## src/rtl/ssio_pkg.sv

```systemverilog
package ssio_pkg;
   typedef enum logic [1:0] {
      FI_DIV1 = 2'd0,
      FI_DIVA = 2'd1,
      FI_DIVB = 2'd2,
      FI_ALT  = 2'd3
   } fi_sel_e;
endpackage

```

## src/rtl/ssio_fi_gen.sv

```systemverilog
// Produces the tick that advances the bit-rate divider.
module ssio_fi_gen
   import ssio_pkg::*;
#(
   parameter int PRE_A = 8,
   parameter int PRE_B = 32
)(
   input  logic    clk,
   input  logic    rst_n,
   input  fi_sel_e sel,
   input  logic    alt_tick,
   output logic    tick
);
   logic [1:0] pre_tick;

   for (genvar g = 0; g < 2; g++) begin : g_pre
      localparam int P  = (g == 0) ? PRE_A : PRE_B;
      localparam int CW = $clog2(P);
      logic [CW-1:0] cnt;
      always_ff @(posedge clk or negedge rst_n) begin
         if (!rst_n)                cnt <= '0;
         else if (cnt == CW'(P-1))  cnt <= '0;
         else                       cnt <= cnt + 1'b1;
      end
      assign pre_tick[g] = (cnt == CW'(P-1));
   end

   always_comb begin
      case (sel)
         FI_DIV1: tick = 1'b1;
         FI_DIVA: tick = pre_tick[0];
         FI_DIVB: tick = pre_tick[1];
         default: tick = alt_tick;
      endcase
   end
endmodule

```

## src/rtl/ssio_brg.sv

```systemverilog
// Internal transfer clock: toggles every (div_n+1) ticks while running.
module ssio_brg #(
   parameter int DIV_W = 8
)(
   input  logic             clk,
   input  logic             rst_n,
   input  logic             run,
   input  logic             fi_tick,
   input  logic             idle_lvl,
   input  logic [DIV_W-1:0] div_n,
   output logic             lvl,
   output logic             edge_o
);
   logic [DIV_W-1:0] cnt;

   assign edge_o = run && fi_tick && (cnt == div_n);

   always_ff @(posedge clk or negedge rst_n) begin
      if (!rst_n) begin
         cnt <= '0;
         lvl <= 1'b1;
      end else if (!run) begin
         cnt <= '0;
         lvl <= idle_lvl;
      end else if (fi_tick) begin
         if (cnt == div_n) begin
            cnt <= '0;
            lvl <= ~lvl;
         end else begin
            cnt <= cnt + 1'b1;
         end
      end
   end
endmodule

```

## src/rtl/ssio_clk_sync.sv

```systemverilog
// Multi-stage synchroniser with change detection for the external clock.
module ssio_clk_sync #(
   parameter int STAGES = 2
)(
   input  logic clk,
   input  logic rst_n,
   input  logic d,
   output logic q,
   output logic chg
);
   logic [STAGES:0] sh;

   always_ff @(posedge clk or negedge rst_n) begin
      if (!rst_n) sh <= '1;
      else        sh <= {sh[STAGES-1:0], d};
   end

   assign q   = sh[STAGES-1];
   assign chg = sh[STAGES] ^ sh[STAGES-1];
endmodule

```

## src/rtl/ssio_xcvr.sv

```systemverilog
module ssio_xcvr
   import ssio_pkg::*;
#(
   parameter int DATA_W      = 8,
   parameter int DIV_W       = 8,
   parameter int PRE_A       = 8,
   parameter int PRE_B       = 32,
   parameter int SYNC_STAGES = 2
)(
   input  logic              clk,
   input  logic              rst_n,
   input  logic [1:0]        fi_sel,
   input  logic              alt_tick,
   input  logic [DIV_W-1:0]  div_n,
   input  logic              ext_clk,
   input  logic              clk_pol,
   input  logic              msb_first,
   input  logic              tx_en,
   input  logic              rx_en,
   input  logic              tx_irq_sel,
   input  logic              cont_rx,
   input  logic              tx_wr,
   input  logic [DATA_W-1:0] tx_wdata,
   input  logic              rx_rd,
   output logic [DATA_W-1:0] rx_rdata,
   output logic              tx_empty,
   output logic              rx_full,
   output logic              overrun,
   output logic              tx_irq,
   output logic              rx_irq,
   input  logic              sclk_in,
   output logic              sclk_out,
   output logic              sclk_oe,
   output logic              sdo,
   input  logic              sdi
);
   localparam int BCW = $clog2(DATA_W);

   if (DATA_W < 2)      begin : g_bad_w   $error("DATA_W must be at least 2");    end
   if (DIV_W < 1)       begin : g_bad_d   $error("DIV_W must be at least 1");     end
   if (PRE_A < 2)       begin : g_bad_a   $error("PRE_A must be at least 2");     end
   if (PRE_B < 2)       begin : g_bad_b   $error("PRE_B must be at least 2");     end
   if (SYNC_STAGES < 2) begin : g_bad_s   $error("SYNC_STAGES must be >= 2");     end

   logic idle_lvl;
   assign idle_lvl = ~clk_pol;

   logic fi_tick;
   ssio_fi_gen #(.PRE_A(PRE_A), .PRE_B(PRE_B)) u_fi (
      .clk(clk), .rst_n(rst_n), .sel(fi_sel_e'(fi_sel)),
      .alt_tick(alt_tick), .tick(fi_tick)
   );

   logic busy, tx_act, rx_act;
   logic brg_lvl, brg_edge;
   ssio_brg #(.DIV_W(DIV_W)) u_brg (
      .clk(clk), .rst_n(rst_n), .run(busy && !ext_clk), .fi_tick(fi_tick),
      .idle_lvl(idle_lvl), .div_n(div_n), .lvl(brg_lvl), .edge_o(brg_edge)
   );

   logic ext_lvl, ext_chg;
   ssio_clk_sync #(.STAGES(SYNC_STAGES)) u_sync (
      .clk(clk), .rst_n(rst_n), .d(sclk_in), .q(ext_lvl), .chg(ext_chg)
   );

   assign sclk_out = brg_lvl;
   assign sclk_oe  = ~ext_clk;

   // Edge classification: leading leaves idle, trailing returns to it.
   logic sclk_edge, lead, trail;
   assign sclk_edge = busy && (ext_clk ? ext_chg : brg_edge);
   assign lead      = sclk_edge && (ext_clk ? (ext_lvl != idle_lvl) : (brg_lvl == idle_lvl));
   assign trail     = sclk_edge && !lead;

   logic [DATA_W-1:0] tx_buf, tx_sh, rx_sh, rx_next;
   logic [BCW-1:0]    bit_cnt;
   logic              rx_arm;
   logic              start_tx, start, done, store_ok;

   assign start_tx = ~tx_empty;
   assign start    = !busy && tx_en && (start_tx || (rx_arm && rx_en))
                     && (!ext_clk || (ext_lvl == idle_lvl));
   assign done     = trail && (bit_cnt == BCW'(DATA_W-1));
   assign rx_next  = msb_first ? {rx_sh[DATA_W-2:0], sdi} : {sdi, rx_sh[DATA_W-1:1]};
   assign store_ok = !rx_full || rx_rd;

   // Shift core
   always_ff @(posedge clk or negedge rst_n) begin
      if (!rst_n) begin
         busy    <= 1'b0;
         tx_act  <= 1'b0;
         rx_act  <= 1'b0;
         bit_cnt <= '0;
         tx_sh   <= '1;
         rx_sh   <= '0;
         sdo     <= 1'b1;
      end else if (start) begin
         busy    <= 1'b1;
         tx_act  <= start_tx;
         rx_act  <= rx_en;
         bit_cnt <= '0;
         tx_sh   <= start_tx ? tx_buf : '1;
      end else begin
         if (lead) begin
            sdo   <= msb_first ? tx_sh[DATA_W-1] : tx_sh[0];
            tx_sh <= msb_first ? {tx_sh[DATA_W-2:0], 1'b1} : {1'b1, tx_sh[DATA_W-1:1]};
         end
         if (trail) begin
            rx_sh   <= rx_next;
            bit_cnt <= bit_cnt + 1'b1;
         end
         if (done) busy <= 1'b0;
      end
   end

   // Continuous-receive rearm
   always_ff @(posedge clk or negedge rst_n) begin
      if (!rst_n)                        rx_arm <= 1'b0;
      else if (start || !cont_rx || !rx_en) rx_arm <= 1'b0;
      else if (rx_rd)                    rx_arm <= 1'b1;
   end

   // Transmit holding register
   always_ff @(posedge clk or negedge rst_n) begin
      if (!rst_n) begin
         tx_buf   <= '0;
         tx_empty <= 1'b1;
      end else if (tx_wr) begin
         tx_buf   <= tx_wdata;
         tx_empty <= 1'b0;
      end else if (start && start_tx) begin
         tx_empty <= 1'b1;
      end
   end

   // Receive holding register and error flag
   always_ff @(posedge clk or negedge rst_n) begin
      if (!rst_n) begin
         rx_rdata <= '0;
         rx_full  <= 1'b0;
         overrun  <= 1'b0;
      end else if (done && rx_act) begin
         rx_rdata <= rx_next;
         rx_full  <= 1'b1;
         if (!store_ok) overrun <= 1'b1;
         else if (rx_rd) overrun <= 1'b0;
      end else if (rx_rd) begin
         rx_full <= 1'b0;
         overrun <= 1'b0;
      end
   end

   // Interrupt pulses
   always_ff @(posedge clk or negedge rst_n) begin
      if (!rst_n) begin
         tx_irq <= 1'b0;
         rx_irq <= 1'b0;
      end else begin
         tx_irq <= (start && start_tx && !tx_irq_sel) || (done && tx_act && tx_irq_sel);
         rx_irq <= done && rx_act && store_ok;
      end
   end
endmodule

```

## config.mk

```make
export PLATFORM = sky130hd
export DESIGN_NAME = ssio_xcvr
export DESIGN_NICKNAME = d
export VERILOG_FILES = /design/src/rtl/ssio_pkg.sv /design/src/rtl/ssio_fi_gen.sv /design/src/rtl/ssio_brg.sv /design/src/rtl/ssio_clk_sync.sv /design/src/rtl/ssio_xcvr.sv
export SDC_FILE = /design/constraint.sdc
export NUM_CORES = 1
export LEC_CHECK = 0
export CAP_MARGIN = 20
export CORE_MARGIN = 1.5
export CORE_UTILIZATION = 45
export DETAILED_ROUTE_END_ITERATION = 12
export PLACE_DENSITY = 0.68
export SLEW_MARGIN = 20
export SYNTH_ARGS = -nofsm -noshare
export SYNTH_HDL_FRONTEND = slang
export SYNTH_SLANG_ARGS = --single-unit
```

## constraint.sdc

```tcl
create_clock -name clk -period 2.7 [get_ports clk]
set_clock_uncertainty 0.15 [all_clocks]
set_input_delay 0.675 -clock clk [delete_from_list [all_inputs] [get_ports clk]]
set_output_delay 0.675 -clock clk [all_outputs]
set_load 0.1 [all_outputs]
```

Yosys cells after proc, flatten, opt, wreduce, memory -nomap -nowiden --
Index checks and enable logic that the tools add are counted.
Word-level totals: output and inout port bits 16, register bits after elaboration 65, input bits 32
Operators by class: equal/unequal tests 11, reductions and logical operators 40, add/sub/neg operators 4, mux-type cells 30, bitwise gates (word level) 6
Operators with widths (number):
- 2-to-1 mux 8 bit | 8
- logical AND 1 bit | 17
- 2-to-1 mux 1 bit | 17
- nonzero test 2 bit | 6
- 2-to-1 mux 3 bit | 3
- adder 8 x 1 -> 8 bit, second input constant | 1
- == test 8 bit | 1
- logical NOT 1 bit | 7
- adder 3 x 1 -> 3 bit, second input constant | 2
- == test 3 bit, second input constant | 2
- logical OR 1 bit | 6
- AND reduction 2 bit | 3
- adder 5 x 1 -> 5 bit, second input constant | 1
- == test 5 bit, second input constant | 1
- 2-to-1 mux 5 bit | 1
- inverter 1 bit | 5
- inequality test 2 bit, second input constant | 2
- one-hot mux 1 bit (3 select lines) | 1
- == test 1 bit | 2
- == test 2 x 1 -> 1 bit, second input constant | 1
- == test 2 bit, second input constant | 1
- logical NOT 2 bit | 1
- inequality test 1 bit | 1
- bitwise XOR 1 bit | 1

Depth between registers and ports, before layout --
word-level depth 13, gate-level depth with buffers 9, depth with buffers taken out 8

Cells and area by module --
From an unflattened synthesis, not the netlist that was laid out.
Second synthesis, totals: cell total of the unflattened synthesis 268, area, all modules 3243.1 µm²
Modules (own cells, without submodules):
- ssio_xcvr | area an instance 2220.9 µm², cells each 177, times used 1
- ssio_brg | area an instance 599.3 µm², cells each 63, times used 1
- ssio_fi_gen | area an instance 335.3 µm², cells each 24, times used 1
- ssio_clk_sync | area an instance 87.6 µm², cells each 4, times used 1

Worst setup path after synthesis --
Ideal clock, no wire load.
path kind input to register, from input port ext_clk, to register rx_sh[0], path slack 0.171 ns, data arrival time 2.251 ns, cell stages on the path 6, path buffers 1, library setup time 0.128 ns, data required time 2.422 ns, path through inv_2 -> mux2i_1 -> xnor2_2 -> nor2b_2 -> buf_4 -> mux2_1
On the way: cells in the longest elaborated chain, start to end 10, elaborated cells on any way between the ends 14, those cells by class mux (2); bitwise (1); reduce/logical (11)
RTL lines:
- start: declaration | line ssio_xcvr.sv:15 | input logic ext_clk,
- logical NOT 1 bit | line ssio_xcvr.sv:57, ssio_xcvr.sv:82
- logical AND 1 bit | line ssio_xcvr.sv:57 | .clk(clk), .rst_n(rst_n), .run(busy && !ext_clk), .fi_tick(fi_tick),
- logical AND 1 bit (2 in series) | line ssio_brg.sv:16 | assign edge_o = run && fi_tick && (cnt == div_n);
- 2-to-1 mux 1 bit | line ssio_xcvr.sv:71 | assign sclk_edge = busy && (ext_clk ? ext_chg : brg_edge);
- logical AND 1 bit | line ssio_xcvr.sv:71
- logical AND 1 bit | line ssio_xcvr.sv:72 | assign lead = sclk_edge && (ext_clk ? (ext_lvl != idle_lvl) : (brg_lvl == idle_lvl));
- logical NOT 1 bit | line ssio_xcvr.sv:73 | assign trail = sclk_edge && !lead;
- logical AND 1 bit | line ssio_xcvr.sv:73
- AND reduction 2 bit (no line) (*)
- end signal: assignment | line ssio_xcvr.sv:109 | rx_sh <= rx_next;
- end: declaration | line ssio_xcvr.sv:75 | logic [DATA_W-1:0] tx_buf, tx_sh, rx_sh, rx_next;
Every way passes the cells marked *; elsewhere a longest branch is shown, timed or not. A chain may end at the register's enable or synchronous reset.

Worst setup path after layout --
from register u_fi.g_pre[1].cnt[0], to register rx_sh[1]
On the way: cells in the longest elaborated chain, start to end 10
RTL lines:
- start: declaration | line ssio_fi_gen.sv:19 | logic [CW-1:0] cnt;
- start signal: assignment | line ssio_fi_gen.sv:23 | else cnt <= cnt + 1'b1;
- == test 5 bit (*) | line ssio_fi_gen.sv:25 | assign pre_tick[g] = (cnt == CW'(P-1));
- one-hot mux 1 bit (3 select lines) (*) | line ssio_fi_gen.sv:29 | case (sel)
- logical AND 1 bit (*) (2 in series) | line ssio_brg.sv:16
- 2-to-1 mux 1 bit (*) | line ssio_xcvr.sv:71
- logical AND 1 bit (*) | line ssio_xcvr.sv:71
- logical AND 1 bit | line ssio_xcvr.sv:72
- logical NOT 1 bit | line ssio_xcvr.sv:73
- logical AND 1 bit (*) | line ssio_xcvr.sv:73
- AND reduction 2 bit (no line) (*)
Marked as above.

==> flow_summary.yaml <==
status:
  status: "completed"
critical_path:
  cpLargestDelayFamily: "multiplexers"
  cp-end-kind: "flop"
  worstPathMaxFanout: 9
  start_kind: "flop"
  path_cells: "ha_1 -> and3_1 -> ha_1 -> mux2i_2 -> a211oi_2 -> a31oi_1 -> nor2b_2 -> buf_4 -> mux2_1"
  required_ps: 2760
  crit_buf_inv: 1
  slowest_delay_ps: 400
  path_class: "reg2reg"
  path_common_cell: "ha_1"
  critPathSlowestCell: "dfrtp_1"
  arrival_ps: 2590
  r2r_setup_slack_ps: 170
yosys:
  syn_area_per_cell_um2: 12.59
  synth_seq_area_share_pct: 51.63
  yosys_warnings: 0
  ys_ff_latch: 65
  ys_types: 47
  synth_area_um2: 3184
  syn_inst: 253
  syn_nets: 292
global_routing:
  grt_usage_pct: 17.21
  overflow: 0
  grt_pass1_wl_um: 9880
  grt_pass1_vias: 2133
  grt_max_degree: 64
  antenna_found_initial: 0
route:
  vias: 2184
  first_pass_iters: 6
  drtIter0Drc: 88
  viasPerCell: 5.163
  ant_nets: 0
  wl_per_cell_um: 14.35
  finalWirelength_um: 6070
  drc: 0
placement:
  placedCellCount: 406
  io_buffers: 47
  dp_worst_setup_slack_ps: -143.8
  gp_congestion: 0.8191
  post-dp-hpwl_um: 4396
power:
  p_per_area_nw_per_um2: 722.1
  total_leakage_power_nw: 1.882
  p_total_mw: 2.943
  ir_worst_vdd_mv: 0.3368
clocking:
  cts_buffers: 9
  cts_tree: "built"
  cts-htree-levels: 3
  root_buffer: "clkbuf_8"
  path_clk_slew_ps: 70
  clock_latency_ps: 340
  cts.sinks: 65
  clk_path_buf_depth: 2
  cts_setup_buffers: 0
layout:
  final_net_count: 361
  syn2layout_area_growth_pct: 27.98
  regArea_um2: 1644
  layout.cells.non_filler: 423
  drive_above_1_share_pct: 33.33
  multi_input_area_um2: 1464
  antenna_cells: 0
  fillers: 591
  fin_util_pct: 59.65
floorplan:
  start_util_pct: 46.61
  io_pins: 48
  die_area_um2: 7590
  die_w_um: 87.12
  core_region_area_um2: 6832
  die_h_um: 87.12
  std_cell_rows: 30
timing:
  fin_setup_tns_ps: 0
  period_minus_slack_ps: 2532
  finalCritPeriodShare_pct: 93.76
  clock.fmax_mhz: 395.0
  drv_slew: 0
  tightest_slew_ps: 502.2
  finalWorstSetupSlack_ps: 168.4
  setup_viol: 0
  grt_setup_unrepaired: "no"
  hold_violations: 0
  relSlewSlack_pct: 66.42
worst_hold_path:
  hp-class: "reg2reg"
flow_run:
  cap_violations: 0
==> path summary, 6_finish.rpt <==
path,startpoint,to,depth (start not counted)
worst max-delay path,u_fi.g_pre[1].cnt[0],rx_sh[1],9
worst min-delay path,u_sync.sh[0],u_sync.sh[1],0
worst max register to register,u_fi.g_pre[1].cnt[0],rx_sh[1],9
worst min register to register,u_sync.sh[0],u_sync.sh[1],0
max in group asynchronous,rst_n,u_sync.sh[1],3
min in group asynchronous,rst_n,rx_rdata[6],2
==> where the power goes <==
group          switching (mW)  internal, mW
Sequential              0.140          1.22
Clock                   0.344         0.450
Combinational           0.413         0.375
Total                   0.897          2.05
==> cells in the mapped netlist, drive strengths merged <==
cell / number / area share [%]
o2111ai: 2 / 0.94
dfstp: 14 / 12
mux2i: 14 / 4.4
buf: 2 / 0.59
o32ai: 1 / 0.28
nand2: 10 / 1.2
a2111oi: 1 / 0.28
o211ai: 1 / 0.39
mux2: 41 / 15
nor3: 8 / 1.3
a21boi: 1 / 0.24
or4: 1 / 0.24
inv: 8 / 0.94
o31ai: 1 / 0.24
o2111a: 1 / 0.35
nor2b: 2 / 0.47
nand3: 6 / 0.94
nor2: 7 / 0.83
o21ai: 7 / 1.1
xnor2: 3 / 1.1
and3: 5 / 0.98
a31oi: 4 / 0.79
dfrtp: 51 / 40
nand4: 1 / 0.20
a211oi: 1 / 0.24
clkbuf: 7 / 1.1
xor2: 12 / 3.3
nor3b: 4 / 0.94
nor4: 2 / 1.3
a21o: 1 / 0.28
ha: 7 / 2.8
nand2b: 1 / 0.20
a21bo: 1 / 0.31
a21oi: 16 / 2.5
nand3b: 2 / 0.47
o2bb2ai: 1 / 0.28
and2: 3 / 0.67
a32o: 3 / 0.94
==> flip-flops by register name, indices dropped and copies added (netlist names), 3 cells and up <==
register and count:
tx_sh 8, u_fi.g_pre.cnt 8, u_brg.cnt 8, u_sync.sh 3
tx_buf 8, bit_cnt 3, rx_rdata 8, rx_sh 8
==> layout by cell type (no fill, tap or decap), types with 2 or more instances in the layout <==
| cell type | n |
|---|---|
| a21oi_1 | 16 |
| a31oi_1 | 4 |
| a32o_1 | 3 |
| and2_1 | 2 |
| and3_1 | 5 |
| buf_12 | 4 |
| buf_4 | 31 |
| clkbuf_1 | 3 |
| clkbuf_8 | 10 |
| clkdlybuf4s50_1 | 30 |
| clkinv_2 | 2 |
| dfrtp_1 | 51 |
| dfstp_2 | 14 |
| ha_1 | 7 |
| inv_1 | 7 |
| mux2_1 | 8 |
| mux2_2 | 26 |
| mux2_4 | 7 |
| mux2i_1 | 13 |
| nand2_1 | 10 |
| nand3_1 | 6 |
| nand3b_1 | 2 |
| nor2_1 | 7 |
| nor3_1 | 8 |
| nor3b_1 | 4 |
| nor4_4 | 2 |
| o2111ai_2 | 2 |
| o21ai_0 | 5 |
| o21ai_1 | 2 |
| xnor2_1 | 2 |
| xor2_1 | 12 |
==> per-stage QoR <==
stage | cell area (µm²) | hold slack (ps)
after floorplan | 3184 | 195.2
after global placement | 3867 | 197.0
after detailed placement | 3867 | 204.1
after CTS | 4066 | 216.9
after global routing | 4075 | 220.3
final | 4075 | 217.2
==> per-layer routing <==
metal  up-vias  share of wire, %  track usage, %
met5         -                 0               0
met4         0               1.8           8.658
li1       1061                 -               -
met3        12               4.1           3.886
met1      1059                47           22.96
met2        52                47           26.43
==> cell type report <==
class | count | area share, %
Clock inverter | 3 | 0.9825
Tap cell | 96 | 2.947
Timing Repair Buffer | 67 | 15.41
Sequential cell | 65 | 40.34
Multi-Input combinational cell | 171 | 35.92
Clock buffer | 13 | 3.654
Inverter | 8 | 0.7369
==> repair_timing <==
| action | in CTS | in global routing |
|---|---|---|
| resized for setup | 0 | 2 |
| endpoints found under the setup margin | 0 | 9 |
| hold endpoints to repair | 2 | 0 |
| hold buffers | 1 | 0 |
==> cells by family after synthesis <==
logic type	synth area share, %
flip-flops	51.63
multiplexers	19.72
AND/OR/NAND/NOR	9.706
AO/OA/AOI/OAI	9.156
buffers and inverters	2.672
XOR/XNOR	4.362
adder cells (fa/ha/maj)	2.750
No activity file was read; power rests on OpenSTA's default activity.
